## src/rtl/nseq_pkg.sv

```systemverilog
package nseq_pkg;
  typedef enum logic [2:0] {
    OP_READ  = 3'd0,
    OP_PROG  = 3'd1,
    OP_ERASE = 3'd2,
    OP_STAT  = 3'd3,
    OP_ID    = 3'd4,
    OP_RESET = 3'd5
  } op_e;

  typedef enum logic [1:0] {
    CK_CMD  = 2'd0,
    CK_ADDR = 2'd1,
    CK_WR   = 2'd2,
    CK_RD   = 2'd3
  } cyc_e;

  typedef enum logic [3:0] {
    S_IDLE, S_CMD1, S_ADDR, S_WDATA, S_CMD2, S_WAIT,
    S_STCMD, S_STRD, S_STWAIT, S_RDATA, S_RWAIT, S_FINISH
  } st_e;

  localparam logic [7:0] C_READ1  = 8'h00;
  localparam logic [7:0] C_READ2  = 8'h30;
  localparam logic [7:0] C_PROG1  = 8'h80;
  localparam logic [7:0] C_PROG2  = 8'h10;
  localparam logic [7:0] C_ERASE1 = 8'h60;
  localparam logic [7:0] C_ERASE2 = 8'hD0;
  localparam logic [7:0] C_STATUS = 8'h70;
  localparam logic [7:0] C_IDENT  = 8'h90;
  localparam logic [7:0] C_RESET  = 8'hFF;

  localparam int ST_RDY_BIT  = 6;
  localparam int ST_FAIL_BIT = 0;
endpackage

```

## src/rtl/nseq_addr_mux.sv

```systemverilog
module nseq_addr_mux #(
  parameter int COL_W = 16,
  parameter int ROW_W = 24
) (
  input  logic [COL_W-1:0] col,
  input  logic [ROW_W-1:0] row,
  input  logic [2:0]       idx,
  output logic [7:0]       abyte
);
  logic [15:0] c16;
  logic [23:0] r24;

  assign c16 = 16'(col);
  assign r24 = 24'(row);

  always_comb begin
    case (idx)
      3'd0:    abyte = c16[7:0];
      3'd1:    abyte = c16[15:8];
      3'd2:    abyte = r24[7:0];
      3'd3:    abyte = r24[15:8];
      3'd4:    abyte = r24[23:16];
      default: abyte = 8'h00;
    endcase
  end
endmodule

```

## src/rtl/nseq_busy_timer.sv

```systemverilog
module nseq_busy_timer #(
  parameter int TMO_W  = 20,
  parameter int SETTLE = 4
) (
  input  logic             clk,
  input  logic             rst_n,
  input  logic             run,
  input  logic             rb_n,
  input  logic [TMO_W-1:0] limit,
  output logic             ready,
  output logic             expired
);
  localparam logic [TMO_W-1:0] SETTLE_C = TMO_W'(SETTLE);
  localparam logic [TMO_W-1:0] CNT_MAX  = {TMO_W{1'b1}};

  logic [TMO_W-1:0] cnt_q;
  logic             settled;

  always_ff @(posedge clk or negedge rst_n) begin
    if (!rst_n)            cnt_q <= '0;
    else if (!run)         cnt_q <= '0;
    else if (cnt_q != CNT_MAX) cnt_q <= cnt_q + 1'b1;
  end

  assign settled = cnt_q >= SETTLE_C;
  assign ready   = run && settled && rb_n;
  assign expired = run && settled && (cnt_q >= limit) && !rb_n;
endmodule

```

## src/rtl/nseq_prog_guard.sv

```systemverilog
module nseq_prog_guard #(
  parameter int ROW_W     = 24,
  parameter int PAGE_BITS = 8,
  parameter int TRACK_N   = 4
) (
  input  logic             clk,
  input  logic             rst_n,
  input  logic [ROW_W-1:0] chk_row,
  output logic             hit,
  input  logic             rec_en,
  input  logic [ROW_W-1:0] rec_row,
  input  logic             clr_en,
  input  logic [ROW_W-1:0] clr_row
);
  localparam int PTR_W = (TRACK_N > 1) ? $clog2(TRACK_N) : 1;

  logic [ROW_W-1:0]   rows_q [TRACK_N];
  logic [TRACK_N-1:0] vld_q;
  logic [TRACK_N-1:0] match;
  logic [PTR_W-1:0]   ptr_q;

  for (genvar i = 0; i < TRACK_N; i++) begin : g_ent
    assign match[i] = vld_q[i] && (rows_q[i] == chk_row);

    always_ff @(posedge clk or negedge rst_n) begin
      if (!rst_n) begin
        vld_q[i]  <= 1'b0;
        rows_q[i] <= '0;
      end else if (rec_en && ptr_q == PTR_W'(i)) begin
        vld_q[i]  <= 1'b1;
        rows_q[i] <= rec_row;
      end else if (clr_en && rows_q[i][ROW_W-1:PAGE_BITS] == clr_row[ROW_W-1:PAGE_BITS]) begin
        vld_q[i]  <= 1'b0;
      end
    end
  end

  assign hit = |match;

  always_ff @(posedge clk or negedge rst_n) begin
    if (!rst_n) ptr_q <= '0;
    else if (rec_en) ptr_q <= (ptr_q == PTR_W'(TRACK_N - 1)) ? '0 : ptr_q + 1'b1;
  end


  no_dup_record_chk: assert property (@(posedge clk) disable iff (!rst_n)
    (rec_en && rec_row == chk_row) |-> !hit);
endmodule

```

## src/rtl/nand_op_seq.sv

```systemverilog
module nand_op_seq #(
  parameter int COL_W     = 16,
  parameter int ROW_W     = 24,
  parameter int PAGE_BITS = 8,
  parameter int LEN_W     = 14,
  parameter int TMO_W     = 20,
  parameter int SETTLE    = 4,
  parameter int TRACK_N   = 4
) (
  input  logic             clk,
  input  logic             rst_n,
  input  logic             req_valid,
  output logic             req_ready,
  input  logic [2:0]       req_op,
  input  logic [ROW_W-1:0] req_row,
  input  logic [COL_W-1:0] req_col,
  input  logic [LEN_W-1:0] req_len,
  input  logic [TMO_W-1:0] tmo_limit,
  output logic             cyc_valid,
  input  logic             cyc_ready,
  output logic [1:0]       cyc_kind,
  output logic [7:0]       cyc_byte,
  input  logic             eng_rvalid,
  input  logic [7:0]       eng_rdata,
  input  logic             rb_n,
  input  logic             wr_valid,
  output logic             wr_ready,
  input  logic [7:0]       wr_data,
  output logic             rd_valid,
  input  logic             rd_ready,
  output logic [7:0]       rd_data,
  output logic             busy,
  output logic             done,
  output logic             op_fail,
  output logic             op_tmo
);
  import nseq_pkg::*;

  st_e              state_q;
  op_e              op_q, req_op_e;
  logic [ROW_W-1:0] row_q;
  logic [COL_W-1:0] col_q;
  logic [LEN_W-1:0] len_q, cnt_q;
  logic [LEN_W:0]   cnt_nxt;
  logic [2:0]       aidx_q, alast_q;
  logic             rdv_q, fail_q, tmo_q;
  logic [7:0]       rdd_q, addr_byte, cmd1_byte, cmd2_byte;
  logic             accept, fire, last_xfer, dup_hit, t_ready, t_exp;

  assign req_op_e  = op_e'(req_op);
  assign req_ready = (state_q == S_IDLE) && !rdv_q;
  assign accept    = req_valid && req_ready;
  assign cnt_nxt   = {1'b0, cnt_q} + 1'b1;
  assign last_xfer = cnt_nxt >= {1'b0, len_q};

  nseq_addr_mux #(.COL_W(COL_W), .ROW_W(ROW_W)) u_amux (
    .col(col_q), .row(row_q), .idx(aidx_q), .abyte(addr_byte));

  nseq_busy_timer #(.TMO_W(TMO_W), .SETTLE(SETTLE)) u_timer (
    .clk(clk), .rst_n(rst_n), .run(state_q == S_WAIT), .rb_n(rb_n),
    .limit(tmo_limit), .ready(t_ready), .expired(t_exp));

  nseq_prog_guard #(.ROW_W(ROW_W), .PAGE_BITS(PAGE_BITS), .TRACK_N(TRACK_N)) u_guard (
    .clk(clk), .rst_n(rst_n), .chk_row(req_row), .hit(dup_hit),
    .rec_en(accept && req_op_e == OP_PROG && !dup_hit), .rec_row(req_row),
    .clr_en(accept && req_op_e == OP_ERASE), .clr_row(req_row));

  always_comb begin
    case (op_q)
      OP_READ:  cmd1_byte = C_READ1;
      OP_PROG:  cmd1_byte = C_PROG1;
      OP_ERASE: cmd1_byte = C_ERASE1;
      OP_STAT:  cmd1_byte = C_STATUS;
      OP_ID:    cmd1_byte = C_IDENT;
      default:  cmd1_byte = C_RESET;
    endcase
    case (op_q)
      OP_READ:  cmd2_byte = C_READ2;
      OP_PROG:  cmd2_byte = C_PROG2;
      default:  cmd2_byte = C_ERASE2;
    endcase
  end

  always_comb begin
    cyc_valid = 1'b0;
    cyc_kind  = CK_CMD;
    cyc_byte  = 8'h00;
    case (state_q)
      S_CMD1:  begin cyc_valid = 1'b1; cyc_byte = cmd1_byte; end
      S_CMD2:  begin cyc_valid = 1'b1; cyc_byte = cmd2_byte; end
      S_STCMD: begin cyc_valid = 1'b1; cyc_byte = C_STATUS; end
      S_ADDR:  begin cyc_valid = 1'b1; cyc_kind = CK_ADDR; cyc_byte = addr_byte; end
      S_WDATA: begin cyc_valid = wr_valid; cyc_kind = CK_WR; cyc_byte = wr_data; end
      S_STRD:  begin cyc_valid = 1'b1; cyc_kind = CK_RD; end
      S_RDATA: begin cyc_valid = !rdv_q; cyc_kind = CK_RD; end
      default: ;
    endcase
  end

  assign fire     = cyc_valid && cyc_ready;
  assign wr_ready = (state_q == S_WDATA) && cyc_ready;

  always_ff @(posedge clk or negedge rst_n) begin
    if (!rst_n) begin
      state_q <= S_IDLE;
      op_q    <= OP_READ;
      row_q   <= '0;
      col_q   <= '0;
      len_q   <= '0;
      cnt_q   <= '0;
      aidx_q  <= '0;
      alast_q <= '0;
      rdv_q   <= 1'b0;
      rdd_q   <= '0;
      fail_q  <= 1'b0;
      tmo_q   <= 1'b0;
    end else begin
      if (rdv_q && rd_ready) rdv_q <= 1'b0;
      case (state_q)
        S_IDLE: if (accept) begin
          op_q    <= req_op_e;
          row_q   <= req_row;
          col_q   <= req_col;
          len_q   <= (req_op_e == OP_STAT) ? LEN_W'(1) : req_len;
          cnt_q   <= '0;
          aidx_q  <= (req_op_e == OP_ERASE) ? 3'd2 : (req_op_e == OP_ID) ? 3'd5 : 3'd0;
          alast_q <= (req_op_e == OP_ID) ? 3'd5 : 3'd4;
          tmo_q   <= 1'b0;
          if (req_op_e == OP_PROG && dup_hit) begin
            fail_q  <= 1'b1;
            state_q <= S_FINISH;
          end else begin
            fail_q  <= 1'b0;
            state_q <= S_CMD1;
          end
        end
        S_CMD1: if (fire) begin
          case (op_q)
            OP_RESET: state_q <= S_WAIT;
            OP_STAT:  state_q <= S_RDATA;
            default:  state_q <= S_ADDR;
          endcase
        end
        S_ADDR: if (fire) begin
          if (aidx_q == alast_q) begin
            case (op_q)
              OP_PROG: state_q <= S_WDATA;
              OP_ID:   state_q <= S_RDATA;
              default: state_q <= S_CMD2;
            endcase
          end else begin
            aidx_q <= aidx_q + 1'b1;
          end
        end
        S_WDATA: if (fire) begin
          cnt_q <= cnt_nxt[LEN_W-1:0];
          if (last_xfer) state_q <= S_CMD2;
        end
        S_CMD2:  if (fire) state_q <= S_WAIT;
        S_WAIT: begin
          if (t_ready) begin
            case (op_q)
              OP_READ:            state_q <= S_RDATA;
              OP_PROG, OP_ERASE:  state_q <= S_STCMD;
              default:            state_q <= S_FINISH;
            endcase
          end else if (t_exp) begin
            tmo_q   <= 1'b1;
            state_q <= S_FINISH;
          end
        end
        S_STCMD: if (fire) state_q <= S_STRD;
        S_STRD:  if (fire) state_q <= S_STWAIT;
        S_STWAIT: if (eng_rvalid) begin
          if (eng_rdata[ST_RDY_BIT]) begin
            fail_q  <= eng_rdata[ST_FAIL_BIT];
            state_q <= S_FINISH;
          end else begin
            state_q <= S_STRD;
          end
        end
        S_RDATA: if (fire) state_q <= S_RWAIT;
        S_RWAIT: if (eng_rvalid) begin
          rdv_q   <= 1'b1;
          rdd_q   <= eng_rdata;
          cnt_q   <= cnt_nxt[LEN_W-1:0];
          state_q <= last_xfer ? S_FINISH : S_RDATA;
        end
        default: state_q <= S_IDLE;
      endcase
    end
  end

  assign rd_valid = rdv_q;
  assign rd_data  = rdd_q;
  assign busy     = state_q != S_IDLE;
  assign done     = state_q == S_FINISH;
  assign op_fail  = fail_q;
  assign op_tmo   = tmo_q;


  cyc_hold_chk: assert property (@(posedge clk) disable iff (!rst_n)
    (cyc_valid && !cyc_ready && cyc_kind != CK_WR) |=>
      (cyc_valid && $stable(cyc_byte) && $stable(cyc_kind)));


  rd_hold_chk: assert property (@(posedge clk) disable iff (!rst_n)
    (rd_valid && !rd_ready) |=> (rd_valid && $stable(rd_data)));


  done_pulse_chk: assert property (@(posedge clk) disable iff (!rst_n)
    done |=> !done);


  tmo_cause_chk: assert property (@(posedge clk) disable iff (!rst_n)
    $rose(op_tmo) |-> !$past(rb_n));


  accept_busy_chk: assert property (@(posedge clk) disable iff (!rst_n)
    (req_valid && req_ready) |=> (busy && !req_ready));
endmodule

```

## config.mk

```make
export PLATFORM = sky130hd
export DESIGN_NAME = nand_op_seq
export DESIGN_NICKNAME = d
export VERILOG_FILES = /design/src/rtl/nseq_pkg.sv /design/src/rtl/nseq_addr_mux.sv /design/src/rtl/nseq_busy_timer.sv /design/src/rtl/nseq_prog_guard.sv /design/src/rtl/nand_op_seq.sv
export SDC_FILE = /design/constraint.sdc
export NUM_CORES = 1
export LEC_CHECK = 0
export ABC_AREA = 1
export ABC_CLOCK_PERIOD_IN_PS = 2200
export BUFFER_PORTS_ARGS = -buffer_cell sky130_fd_sc_hd__buf_2
export CELL_PAD_IN_SITES_DETAIL_PLACEMENT = 1
export CELL_PAD_IN_SITES_GLOBAL_PLACEMENT = 1
export CORE_AREA = 2 2 213 215
export CTS_BUF_LIST = sky130_fd_sc_hd__clkbuf_16
export DETAILED_ROUTE_END_ITERATION = 7
export DIE_AREA = 0 0 215 217
export GPL_ROUTABILITY_DRIVEN = 0
export MAX_ROUTING_LAYER = met4
export PLACE_DENSITY = 0.61
export SYNTH_ARGS = -nofsm -noshare
export SYNTH_HDL_FRONTEND = slang
export SYNTH_SLANG_ARGS = --single-unit
```

## constraint.sdc

```tcl
create_clock -name clk -period 2.2 [get_ports clk]
set_input_delay 0.44 -clock clk [delete_from_list [all_inputs] [get_ports clk]]
set_output_delay 0.44 -clock clk [all_outputs]
set_load 0.01 [all_outputs]
```

After elaboration in Yosys (flattened, before gate mapping)
Index checks and enable logic that the tools add are counted.
{"block": "classes", "order_cmp": 3, "n_eq_ne": 55, "reduce_logical": 52, "muxes": 62, "addsub": 4}
{"cell": "one-hot mux 8 bit (5 select lines)", "n": 3}
{"cell": "equality test 24 bit", "n": 4}
{"cell": "equality test 16 bit", "n": 4}
{"cell": "two-way mux 4 bit", "n": 16}
{"cell": "two-way mux 14 bit", "n": 4}
{"cell": "one-hot mux 4 bit (11 select lines)", "n": 1}
{"cell": "one-hot mux 14 bit (3 select lines)", "n": 1}
{"cell": "two-way mux 20 bit", "n": 2}
{"cell": "!= test 2 bit, second input constant", "n": 17}
{"cell": "logical AND 1 bit", "n": 25}
{"cell": "one-hot mux 4 bit (2 select lines)", "n": 3}
{"cell": "adder 20 x 1 -> 20 bit, second input constant", "n": 1}
{"cell": ">= comparator 20 bit", "n": 1}
{"cell": ">= comparator 20 x 3 -> 1 bit, second input constant", "n": 1}
{"cell": "!= test 20 bit, second input constant", "n": 1}
{"cell": "two-way mux 1 bit", "n": 19}
{"cell": "equality test 3 x 2 -> 1 bit, second input constant", "n": 6}
{"cell": "equality test 4 x 3 -> 1 bit, second input constant", "n": 4}
{"cell": "equality test 4 bit, second input constant", "n": 4}
{"cell": "one-hot mux 8 bit (2 select lines)", "n": 1}
{"cell": "AND reduction 4 bit", "n": 4}
{"cell": "adder 14 x 1 -> 15 bit, second input constant", "n": 1}
{"cell": ">= comparator 15 x 14 -> 1 bit", "n": 1}
{"cell": "two-way mux 3 bit", "n": 5}
{"cell": "other kinds (27)", "n": 47}
{"block": "totals", "ff_bits": 214}

Depth between registers and ports, before layout
Gate-level depths: netlist (run 1).
{"block": "logic_depth", "depth_word": 7, "depth_mapped": 17}

Modules after synthesis
From an unflattened synthesis (run 1), not the netlist that was laid out.
{"block": "unflattened", "cells_unflattened": 1887, "hier_area_um2": 13385.3}
{"module": "nseq_prog_guard", "seq_area_each_um2": 2552.4, "cells_per_inst": 885, "n_inst": 1, "area_per_inst_um2": 6159.7}
{"module": "nand_op_seq", "seq_area_each_um2": 2277.2, "cells_per_inst": 626, "n_inst": 1, "area_per_inst_um2": 4857.2}
{"module": "nseq_busy_timer", "seq_area_each_um2": 500.5, "cells_per_inst": 280, "n_inst": 1, "area_per_inst_um2": 1864.3}
{"module": "nseq_addr_mux", "seq_area_each_um2": 0.0, "cells_per_inst": 96, "n_inst": 1, "area_per_inst_um2": 504.2}

Worst setup path before layout (run 1)
Ideal clock, no wire load.
{"block": "synth_timing", "kind": "register to register", "startpoint": "reg cnt_q[0]", "endpoint": "reg state_q[2]", "period_less_slack_ns": 2.372, "slack_ns": -0.172, "t_arrival_ns": 2.307, "path_stages_with_launch": 18, "path_cell_list": "dfrtp_1 > ha_1 > nand2_1 > nor2_1 > nand3_1 > xor2_1 > inv_1 > ha_1 > nand2_1 > nor2_1 > nand4_1 > nand4_1 > nand2_1 > nand3_1 > nand2_1 > nor2_2 > nand2_1 > nand2_1"}
{"block": "synth_via", "elab_chain_cells": 4}
{"element": "start: declaration", "line_no": "nand_op_seq.sv:43", "text": "logic [LEN_W-1:0] len_q, cnt_q;"}
{"element": "start signal: assignment", "line_no": "nand_op_seq.sv:156", "text": "cnt_q <= cnt_nxt[LEN_W-1:0];"}
{"element": "start signal: assignment", "line_no": "nand_op_seq.sv:186", "text": "cnt_q <= cnt_nxt[LEN_W-1:0];"}
{"element": "adder 14 x 1 -> 15 bit", "line_no": "nand_op_seq.sv:53", "text": "assign cnt_nxt = {1'b0, cnt_q} + 1'b1;"}
{"element": ">= comparator 15 x 14 -> 1 bit", "line_no": "nand_op_seq.sv:54", "text": "assign last_xfer = cnt_nxt >= {1'b0, len_q};"}
{"element": "!= test 2 bit (no source line)"}
{"element": "AND reduction 13 bit (no source line)"}
{"element": "end signal: assignment", "line_no": "nand_op_seq.sv:187", "text": "state_q <= last_xfer ? S_FINISH : S_RDATA;"}
{"element": "end: declaration", "line_no": "nand_op_seq.sv:39", "text": "st_e state_q;"}
No other way between the ends.
A chain may end at the register's enable or synchronous reset.

Worst setup path in the final report (run 1)
{"block": "layout_timing", "startpoint": "reg aidx_q[1]", "endpoint": "out cyc_byte[3]"}
{"block": "layout_via", "elab_chain_cells": 3}
{"element": "start: declaration", "line_no": "nand_op_seq.sv:45", "text": "logic [2:0] aidx_q, alast_q;"}
{"element": "start signal: assignment", "line_no": "nand_op_seq.sv:126", "text": "aidx_q <= (req_op_e == OP_ERASE) ? 3'd2 : (req_op_e == OP_ID) ? 3'd5 : 3'd0;"}
{"element": "start signal: assignment", "line_no": "nand_op_seq.sv:152", "text": "aidx_q <= aidx_q + 1'b1;"}
{"element": "equality test 3 bit (tied with other cells)", "line_no": "nseq_addr_mux.sv:17", "text": "case (idx)"}
{"element": "one-hot mux 8 bit (5 select lines) *", "line_no": "nseq_addr_mux.sv:17"}
{"element": "one-hot mux 8 bit (5 select lines) *", "line_no": "nand_op_seq.sv:88", "text": "case (state_q)"}
{"element": "end: declaration", "line_no": "nand_op_seq.sv:22", "text": "output logic [7:0] cyc_byte,"}
Mark *: on every way between the ends. The rest lies on a longest branch, timed or not.

==> results of run 1 <==
[placed cells by master, fill, tap and decap left out, types with 5 or more instances in the layout]
master | netlist | final
a21oi_1 | 34 | 32
a22o_1 | 7 | 5
buf_12 | 0 | 18
buf_16 | 0 | 5
buf_2 | 28 | 121
buf_4 | 23 | 195
buf_6 | 8 | 30
clkbuf_16 | 0 | 33
clkinv_2 | 0 | 8
dfrtp_1 | 213 | 210
ha_1 | 46 | 38
ha_4 | 0 | 7
inv_1 | 220 | 213
inv_2 | 14 | 17
inv_4 | 0 | 8
mux2_2 | 7 | 7
nand2_1 | 686 | 602
nand2_2 | 3 | 76
nand2_4 | 1 | 12
nand3_1 | 66 | 53
nand3_2 | 1 | 12
nand4_1 | 122 | 122
nor2_1 | 130 | 114
nor2_2 | 6 | 11
nor2_4 | 3 | 14
nor3_1 | 24 | 20
o21a_1 | 5 | 5
o21ai_0 | 95 | 84
o21ai_1 | 3 | 5
o21ai_2 | 0 | 6
o22ai_1 | 9 | 6
xor2_1 | 30 | 26
[area by class of cell]
class                   count  area, um^2  share of cell area [%]
clock buffers              29         726                    4.01
clock inverters            21         168                   0.926
inverters                 235         921                    5.08
multi-input cells        1315        7160                    39.5
flip-flops and latches    213        5330                    29.4
well taps                 600         751                    4.14
repair buffers            377        3060                    16.9
[kinds of logic (layout without fill, tap and decap cells)]
| group | after synthesis | after routing | synth area share [%] |
|---|---|---|---|
| AOI/OAI and AO/OA | 170 | 170 | 7.23 |
| xor gates and xnor gates | 31 | 31 | 2.07 |
| adders and majority gates | 46 | 46 | 4.38 |
| buffers and inverters | 319 | 662 | 10.5 |
| DFF | 213 | 213 | 40.6 |
| muxes | 7 | 7 | 0.600 |
| and+or+nand+nor | 1061 | 1061 | 34.7 |
[how the worst max path moves through the flow]
| stage | endpoint | from | slack (ns) | cells after the start |
|---|---|---|---|---|
| 4_1_cts | cyc_byte[7] | aidx_q[0] | -0.43 | 7 |
| 3_3_place_gp | state_q[2] | cnt_q[0] | -0.32 | 17 |
| 5_1_grt | state_q[2] | cnt_q[0] | -0.62 | 17 |
| 2_1_floorplan | state_q[2] | cnt_q[0] | -0.01 | 17 |
| 6_report | cyc_byte[3] | aidx_q[1] | -0.47 | 8 |
| 3_5_place_dp | state_q[1] | cnt_q[6] | -0.45 | 15 |
[synth_stat cells, types with 14 or more instances]
| library cell | count |
|---|---|
| o21ai_0 | 95 |
| clkbuf_1 | 25 |
| nand2_1 | 686 |
| nor2_1 | 130 |
| inv_1 | 220 |
| dfrtp_1 | 213 |
| nand4_1 | 122 |
| buf_2 | 28 |
| a21oi_1 | 34 |
| inv_2 | 14 |
| ha_1 | 46 |
| buf_4 | 23 |
| xor2_1 | 30 |
| nor3_1 | 24 |
| nand3_1 | 66 |
[worst max-delay path, delay by kind of cell, from the launching register on]
kind / cells / cell delay, ns
buf+inv: 1 / 0.13
compound gates: 2 / 0.41
simple gates: 3 / 0.28
flops: 1 / 0.46
fa+ha+maj: 2 / 0.37
[where the power goes]
group / leakage [nW] / switching (mW) / internal (mW) / total [mW]
clock network: 0.473 / 1.88 / 2.70 / 4.58
logic: 6.18 / 4.69 / 3.26 / 7.95
registers: 2.82 / 0.981 / 5.16 / 6.14
[sequential cells by signal (all words and copies together), names as in the netlist]
register and flops:
row_q 24, aidx_q 3, u_guard.vld_q 4, rd_valid 1, col_q 16, u_guard.rows_q 96
op_fail 1, rd_data 8, alast_q 2, op_q 3, u_timer.cnt_q 20, u_guard.ptr_q 2
cnt_q 14, state_q 4, op_tmo 1, len_q 14
[metrics by stage]
stage	util, %	setup WS, ns	total power [mW]	cell area (um^2)
after global routing	40.5	-0.625	20.0	18100
after floorplan	-	-0.0129	9.79	13200
after global placement	35.0	-0.322	12.2	15600
after CTS	38.7	-0.434	17.9	17300
after detailed placement	35.0	-0.450	12.4	15600
final	40.5	-0.468	18.7	18100
[metal layers]
metal,wire length (um),vias to the layer above
li1,-,6555
met1,22100,6602
met2,24500,207
met3,1380,64
met4,1150,0
met5,0,-
[repair_timing]
item	4_1_cts	5_1_grt
pin swaps	44	58
resized for setup	108	153
hold buffers	1	0
cloned	6	4
endpoints found under the setup margin	47	147
endpoints found under the hold margin	32	0
setup buffers	37	24
==> results.yml, run 1 <==
critical_path:
  r2r-start: "cnt_q[0]"
  cp_data_required_time_ns: 1.76
  reg2reg_depth: 18
  slowest_stage: "dfrtp_2"
  cp_max_fo: 8
  r2r_end: "state_q[2]"
  crit_type: "flop to primary output"
  critPathMaxStageDelay_ns: 0.46
  end_kind: "primary output"
  arrival_ns: 2.23
  cp_common_cell: "ha_4"
  path_cells: "ha_4 > ha_4 > a22o_1 > a221oi_2 > nand2_1 > nand2_2 > nand3_2 > buf_6"
  rrSetupSlack_ns: -0.41
  startpoint_type: "flop"
placement:
  portBuffers: 126
  place.detailed.hpwl_mm: 34.2
  place_inst: 2672
synthesis:
  synth_top_area_cell: "dfrtp_1"
  synth_cells: 1847
  syn_area_mm2: 0.0131
  ys.flop_type: "dfrtp_1"
  synth_edf_count: 0
  synthTopCellsByArea: "dfrtp_1 41%, nand2_1 20%, inv_1 6.3%"
  avgSynthCellArea_um2: 7.11
  synth_warnings: 0
  yosysSeqAreaShare_pct: 40.6
  synth.distinct_cells: 45
  synth-seq-cells: 213
  yosysTopAreaCellShare_pct: 40.6
  async_flop_share_pct: 100
  syn_nets: 1994
cts:
  cts_buffers: 28
  htreeDepth: 1
  numClockSinks: 213
  cts_tree: "done"
  clock_path_buffers: 3
  path_clk_slew_ns: 0.06
  clk_latency_ns: 0.57
  cts-root-buf: "clkbuf_16"
floorplanning:
  core_mm2: 0.0447
  ioPinCount: 127
  start_util_pct: 29.4
  num_rows: 78
  die-width_um: 215
  die_area_mm2: 0.0467
  die_y_um: 217
final_layout:
  drive_gt1_share_pct: 28.5
  areaGrowthSynthToFinish_pct: 37.9
  nFillCells: 5608
  final_nets: 2317
  fin_cells: 2790
  num_antenna_cells: 0
timing:
  rsz0062_at_grt: "yes"
  setup_tns_ns: -22.65
  period_needed_ns: 2.67
  finalSetupViolCount: 121
  finClkSkew_ns: 0.00960
  whs_ns: 0.0530
  finalCritPeriodShare_pct: 121
  fmax_mhz: 375
  drv_slew: 0
  finalWorstSetupSlack_ns: -0.468
  hold_viol: 0
  tightest_slew_ns: 0.867
  max_slew_margin_pct: 41.4
global_route:
  grt_util_met1_pct: 26.8
  grt_pass1_wl_mm: 76.7
  top_usage_layer: "met2"
  grt_antenna_before_repair: 0
  grt_util_met3_pct: 2.28
  overflow: 0
  grt_usage_pct: 21.1
  grt_max_degree: 65
  grt_pass1_vias: 13800
  met2_usage_pct: 36.2
power:
  ir_drop_uv: 608
  powerDensity_mw_per_mm2: 1030
  p_leak_nw: 9.46
detailed_routing:
  routed-via-count: 13400
  postRouteAntennaNets: 0
  viasPerCell: 4.81
  drt_wl_total_mm: 49.2
  drcViolationCount: 0
  drt-initial-drc-count: 682
  wire_per_inst_um: 17.6
  dr.pass1.iters: 4
flow_run:
  cap_violations: 0
hold_path:
  hold_start: "rd_ready"
  hold_path_end: "rd_valid"
  whs_path_depth: 2
  hp-class: "input port to flop"
status:
  status: "complete, but fails checks"
  violations: "negative setup slack"
Note: power is estimated with default switching activity, not from simulation.
==> inputs of run 2 (changes only) <==
CTS_BUF_LIST = unset   (was sky130_fd_sc_hd__clkbuf_16)
PLACE_DENSITY = unset   (was 0.61)
PLACE_DENSITY_LB_ADDON = 0.1   (was unset)
SLEW_MARGIN = 15   (was unset)
==> results.yml, run 2 (synthesis gave the netlist of run 1 again) <==
status:
  status: "complete, but fails checks"
  violations: "negative setup slack"
final_layout:
  fin_cells: 2745
  reg.largest.list: "u_guard.rows_q (96), row_q (24), u_timer.cnt_q (20)"
  final_util_pct: 39.0
  drive_gt1_share_pct: 24.5
  postLayoutCellArea_mm2: 0.0174
  num_antenna_cells: 0
  final_cell_mix: "657 x nand2_1, 210 x dfrtp_1, 206 x inv_1, 165 x buf_4"
  final_common_cell: "nand2_1"
  regMostFlops: "u_guard.rows_q"
  final_nets: 2274
  largest_reg_flops: 96
  nFillCells: 5596
  areaGrowthSynthToFinish_pct: 32.8
cts:
  htreeDepth: 1
  clk_latency_ns: 0.57
  cts-root-buf: "clkbuf_16"
  path_clk_slew_ns: 0.06
  clock_path_buffers: 3
  cts_tree: "done"
  numClockSinks: 213
  cts_buffers: 28
timing:
  finalWorstSetupSlack_ns: -0.486
  finalSetupViolCount: 101
  max_slew_margin_pct: 55.3
  rsz0062_at_grt: "yes"
  fmax_mhz: 372
  finalCritPeriodShare_pct: 122
  finClkSkew_ns: 0.0247
  drv_slew: 0
  tightest_slew_ns: 0.667
  whs_ns: 0.0602
  period_needed_ns: 2.69
  hold_viol: 0
hold_path:
  hp-class: "input port to flop"
  hold_start: "rd_ready"
  hold_path_end: "rd_valid"
  whs_path_depth: 2
global_route:
  grt_usage_pct: 20.8
  grt_pass1_vias: 13700
  grt_pass1_wl_mm: 75.5
  grt_max_degree: 65
  overflow: 0
  grt_antenna_before_repair: 0
detailed_routing:
  viasPerCell: 4.72
  routed-via-count: 13000
  wire_per_inst_um: 17.4
  drcViolationCount: 0
  drt-initial-drc-count: 548
  dr.pass1.iters: 4
  drt_wl_total_mm: 47.6
  postRouteAntennaNets: 0
floorplanning:
  die-width_um: 215
  start_util_pct: 29.4
  die_area_mm2: 0.0467
  num_rows: 78
  ioPinCount: 127
  die_y_um: 217
  core_mm2: 0.0447
flow_run:
  cap_violations: 0
critical_path:
  crit_type: "flop to flop"
  cp_max_fo: 5
  cp_data_required_time_ns: 2.66
  arrival_ns: 3.14
  startpoint_type: "flop"
  slowest_stage: "dfrtp_1"
  path_cells: "ha_2 > nand2_2 > nor2_4 > buf_6 > buf_4 > xor2_2 > inv_2 > ha_4 > a21oi_1 > o21ai_1 > nand2_1 > nand4_1 > nand2_2 > nand3_2 > nand2_2 > nor2_4 > nand2_1 > nand2_1"
  r2r_end: "state_q[2]"
  rrSetupSlack_ns: -0.49
  reg2reg_depth: 18
  r2r-start: "cnt_q[0]"
  critPathMaxStageDelay_ns: 0.37
  end_kind: "flop"
power:
  ir_drop_uv: 506
  powerDensity_mw_per_mm2: 1030
  p_leak_nw: 9.17
placement:
  dp_slack_ns: -0.417
  place_inst: 2653
  dpl_cell_area_mm2: 0.0155
  portBuffers: 126
  place.detailed.hpwl_mm: 34.1
[run 2: changes by cell type in the layout (fill, tap and decap cells not counted), moves of 4 or more]
cell and change:
nand2_1 +55, nand2_2 -51, buf_4 -30, buf_6 -8
clkbuf_1 +8, inv_1 -7, inv_2 +5, inv_4 -5
nand2_4 -4, nor2_4 -4
[run 2: worst max-delay path: cells and delay by family, from the launching register on]
kind	cells	cell delay, ns
XOR/XNOR	1	0.17
AO/OA/AOI/OAI	2	0.28
AND/OR/NAND/NOR	10	1.02
flip-flops	1	0.37
buffers and inverters	3	0.29
adder cells (fa/ha/maj)	2	0.42
[run 2: worst max-delay path by stage]
| stage | slack (ns) | depth (start not counted) | start | to |
|---|---|---|---|---|
| after detailed placement | -0.42 | 17 | cnt_q[0] | state_q[2] |
| after global routing | -0.65 | 17 | cnt_q[0] | state_q[2] |
| after floorplan | -0.01 | 17 | cnt_q[0] | state_q[2] |
| after global placement | -0.31 | 17 | cnt_q[0] | state_q[2] |
| final | -0.49 | 18 | cnt_q[0] | state_q[2] |
| after CTS | -0.47 | 8 | aidx_q[1] | cyc_byte[3] |
[run 2: timing repair]
item                                    4_1_cts  5_1_grt
hold buffers                                  1        0
endpoints found under the setup margin       18      159
pin swaps                                    26       42
cloned                                        2        4
hold endpoints to repair                     45        0
resized for setup                            76       95
setup buffers                                25       14
[run 2: layout make-up]
class	instances	area, um^2	share of cell area (%)
Inverter	235	908	5.21
Timing Repair Buffer	334	2610	15.0
Sequential cell	213	5330	30.6
Multi-Input combinational cell	1315	6970	39.9
Tap cell	600	751	4.30
Clock inverter	9	106	0.609
Clock buffer	39	772	4.42
[run 2: report_power, final]
| group | switching (mW) | leakage (nW) | internal (mW) | total, mW |
|---|---|---|---|---|
| Sequential | 0.898 | 2.82 | 5.16 | 6.06 |
| Combinational | 4.48 | 5.92 | 2.94 | 7.42 |
| Clock | 1.83 | 0.435 | 2.66 | 4.49 |
[run 2: metal layers]
metal / GRT usage (%) / vias to the layer above / part of all wire (%)
met4: 5.38 / 0 / 2.3
met5: - / - / 0
met3: 2.07 / 64 / 3.0
li1: - / 6456 / -
met2: 34.9 / 180 / 48
met1: 27.1 / 6259 / 47
[run 2: per-stage QoR]
step | setup TNS (ns) | power, mW
final | -8.59 | 18.0
after global routing | -28.50 | 19.4
after CTS | -5.43 | 17.7
after detailed placement | -13.46 | 12.3
after global placement | -11.62 | 12.2
after floorplan | -0.0440 | 9.79
==> inputs of run 3 (changes only) <==
CTS_BUF_LIST = sky130_fd_sc_hd__clkbuf_4   (was unset)
==> results.yml, run 3 (synthesis gave the netlist of run 1 again) <==
cts:
  cts_buffers: 71
  clk_latency_ns: 0.77
  htreeDepth: 3
  cts-root-buf: "clkbuf_4"
  clock_path_buffers: 3
  numClockSinks: 213
  path_clk_slew_ns: 0.07
  cts_tree: "done"
detailed_routing:
  drt-initial-drc-count: 623
  wire_per_inst_um: 17.9
  routed-via-count: 13700
  drt_wl_total_mm: 51.5
  postRouteAntennaNets: 0
  dr.pass1.iters: 4
  drcViolationCount: 0
  viasPerCell: 4.75
final_layout:
  final_util_pct: 41.7
  areaGrowthSynthToFinish_pct: 41.9
  final_common_cell: "nand2_1"
  regMostFlops: "u_guard.rows_q"
  final_nets: 2392
  largest_reg_flops: 96
  final_cell_mix: "606 x nand2_1, 209 x dfrtp_1, 205 x inv_1, 162 x buf_4, 122 x nand4_1"
  reg.largest.list: "u_guard.rows_q (96), row_q (24), u_timer.cnt_q (20)"
  fin_cells: 2879
  drive_gt1_share_pct: 30.0
flow_run:
  cap_violations: 0
global_route:
  grt_usage_pct: 21.5
  grt_antenna_before_repair: 2
  grt_pass1_vias: 14200
  grt_pass1_wl_mm: 76.9
  overflow: 0
  grt_max_degree: 65
critical_path:
  startpoint_type: "flop"
  rrSetupSlack_ns: -0.42
  end_kind: "primary output"
  arrival_ns: 2.40
  cp_data_required_time_ns: 1.76
  cp_max_fo: 8
  crit_type: "flop to primary output"
power:
  ir_drop_uv: 392
  p_leak_nw: 9.63
  finalPower_mw: 18.2
  powerDensity_mw_per_mm2: 977
floorplanning:
  start_util_pct: 29.4
  core_mm2: 0.0447
  ioPinCount: 127
  die-width_um: 215
  num_rows: 78
  die_area_mm2: 0.0467
  die_y_um: 217
hold_path:
  hp-class: "input port to flop"
status:
  status: "complete, but fails checks"
  violations: "negative setup slack"
timing:
  finClkSkew_ns: 0.0536
  period_needed_ns: 2.84
  finalWorstSetupSlack_ns: -0.640
  rsz0062_at_grt: "yes"
  finalSetupViolCount: 128
  setup_tns_ns: -21.68
  drv_slew: 0
  tightest_slew_ns: 0.566
  max_slew_margin_pct: 61.8
  hold_viol: 0
  finalCritPeriodShare_pct: 129
  whs_ns: 0.118
  fmax_mhz: 352
placement:
  place.detailed.hpwl_mm: 34.1
  portBuffers: 126
  place_inst: 2653
## run 3: cell count changes in the layout (fill, tap and decap cells not counted), sizes merged
cell | before | now
clkbuf | 43 | 116
diode | 0 | 2
bufinv | 2 | 0
buf | 329 | 345
dlygate4sd3 | 1 | 50
clkinv | 8 | 4
## run 3: what timing repair did
item                       4_1_cts  5_1_grt
setup endpoints to repair       22      157
gates cloned                     1       23
setup buffers                   21       31
hold buffers                    50        0
pin swaps                       18      117
resized for setup               71      213
hold endpoints to repair       158        0
## run 3: layout make-up
type	instances	area, um^2
diodes	2	5.00
clock inverters	3	11.3
fillers	5576	26100
flip-flops and latches	213	5340
multi-input cells	1315	7240
inverters	235	906
well taps	600	751
clock buffers	102	766
repair buffers	409	3640
## run 3: metal layers
layer  part of all wire, %  routed length [um]  GRT usage [%]
met1                    45               23300           26.7
met3                   3.5                1810           3.82
met5                     0                   0              -
met2                    49               25100           35.2
met4                   2.4                1250           7.33
## run 3: critical path: stages (launching register included)
cell	delay, ns
dfrtp_1	0.42
ha_2	0.20
ha_4	0.19
a22o_1	0.24
a221oi_2	0.18
nand2_1	0.10
nand2_2	0.12
nand3_2	0.08
buf_6	0.13
## run 3: power by group
part | total (mW) | switching, mW | internal (mW) | leakage (nW)
registers | 6.08 | 0.926 | 5.16 | 2.81
logic | 8.18 | 4.79 | 3.39 | 6.34
clock network | 3.95 | 1.88 | 2.07 | 0.474
## run 3: final timing paths
kind                                           end  cells past startpoint         from
worst max-delay path                   cyc_byte[3]                      8    aidx_q[1]
worst min-delay path            u_guard.rows_q[36]                      4  req_row[12]
worst max register to register          state_q[2]                     18     cnt_q[0]
worst min register to register            col_q[2]                      2     col_q[2]
max in group asynchronous       u_guard.rows_q[11]                      3        rst_n
min in group asynchronous         u_timer.cnt_q[1]                      2        rst_n
## run 3: through the flow
step,setup slack (ns),cell area [um^2]
4_1_cts,-0.699,17200
3_5_place_dp,-0.417,15500
6_report,-0.640,18600
3_3_place_gp,-0.307,15500
5_1_grt,-0.804,18600
2_1_floorplan,-0.0129,13200
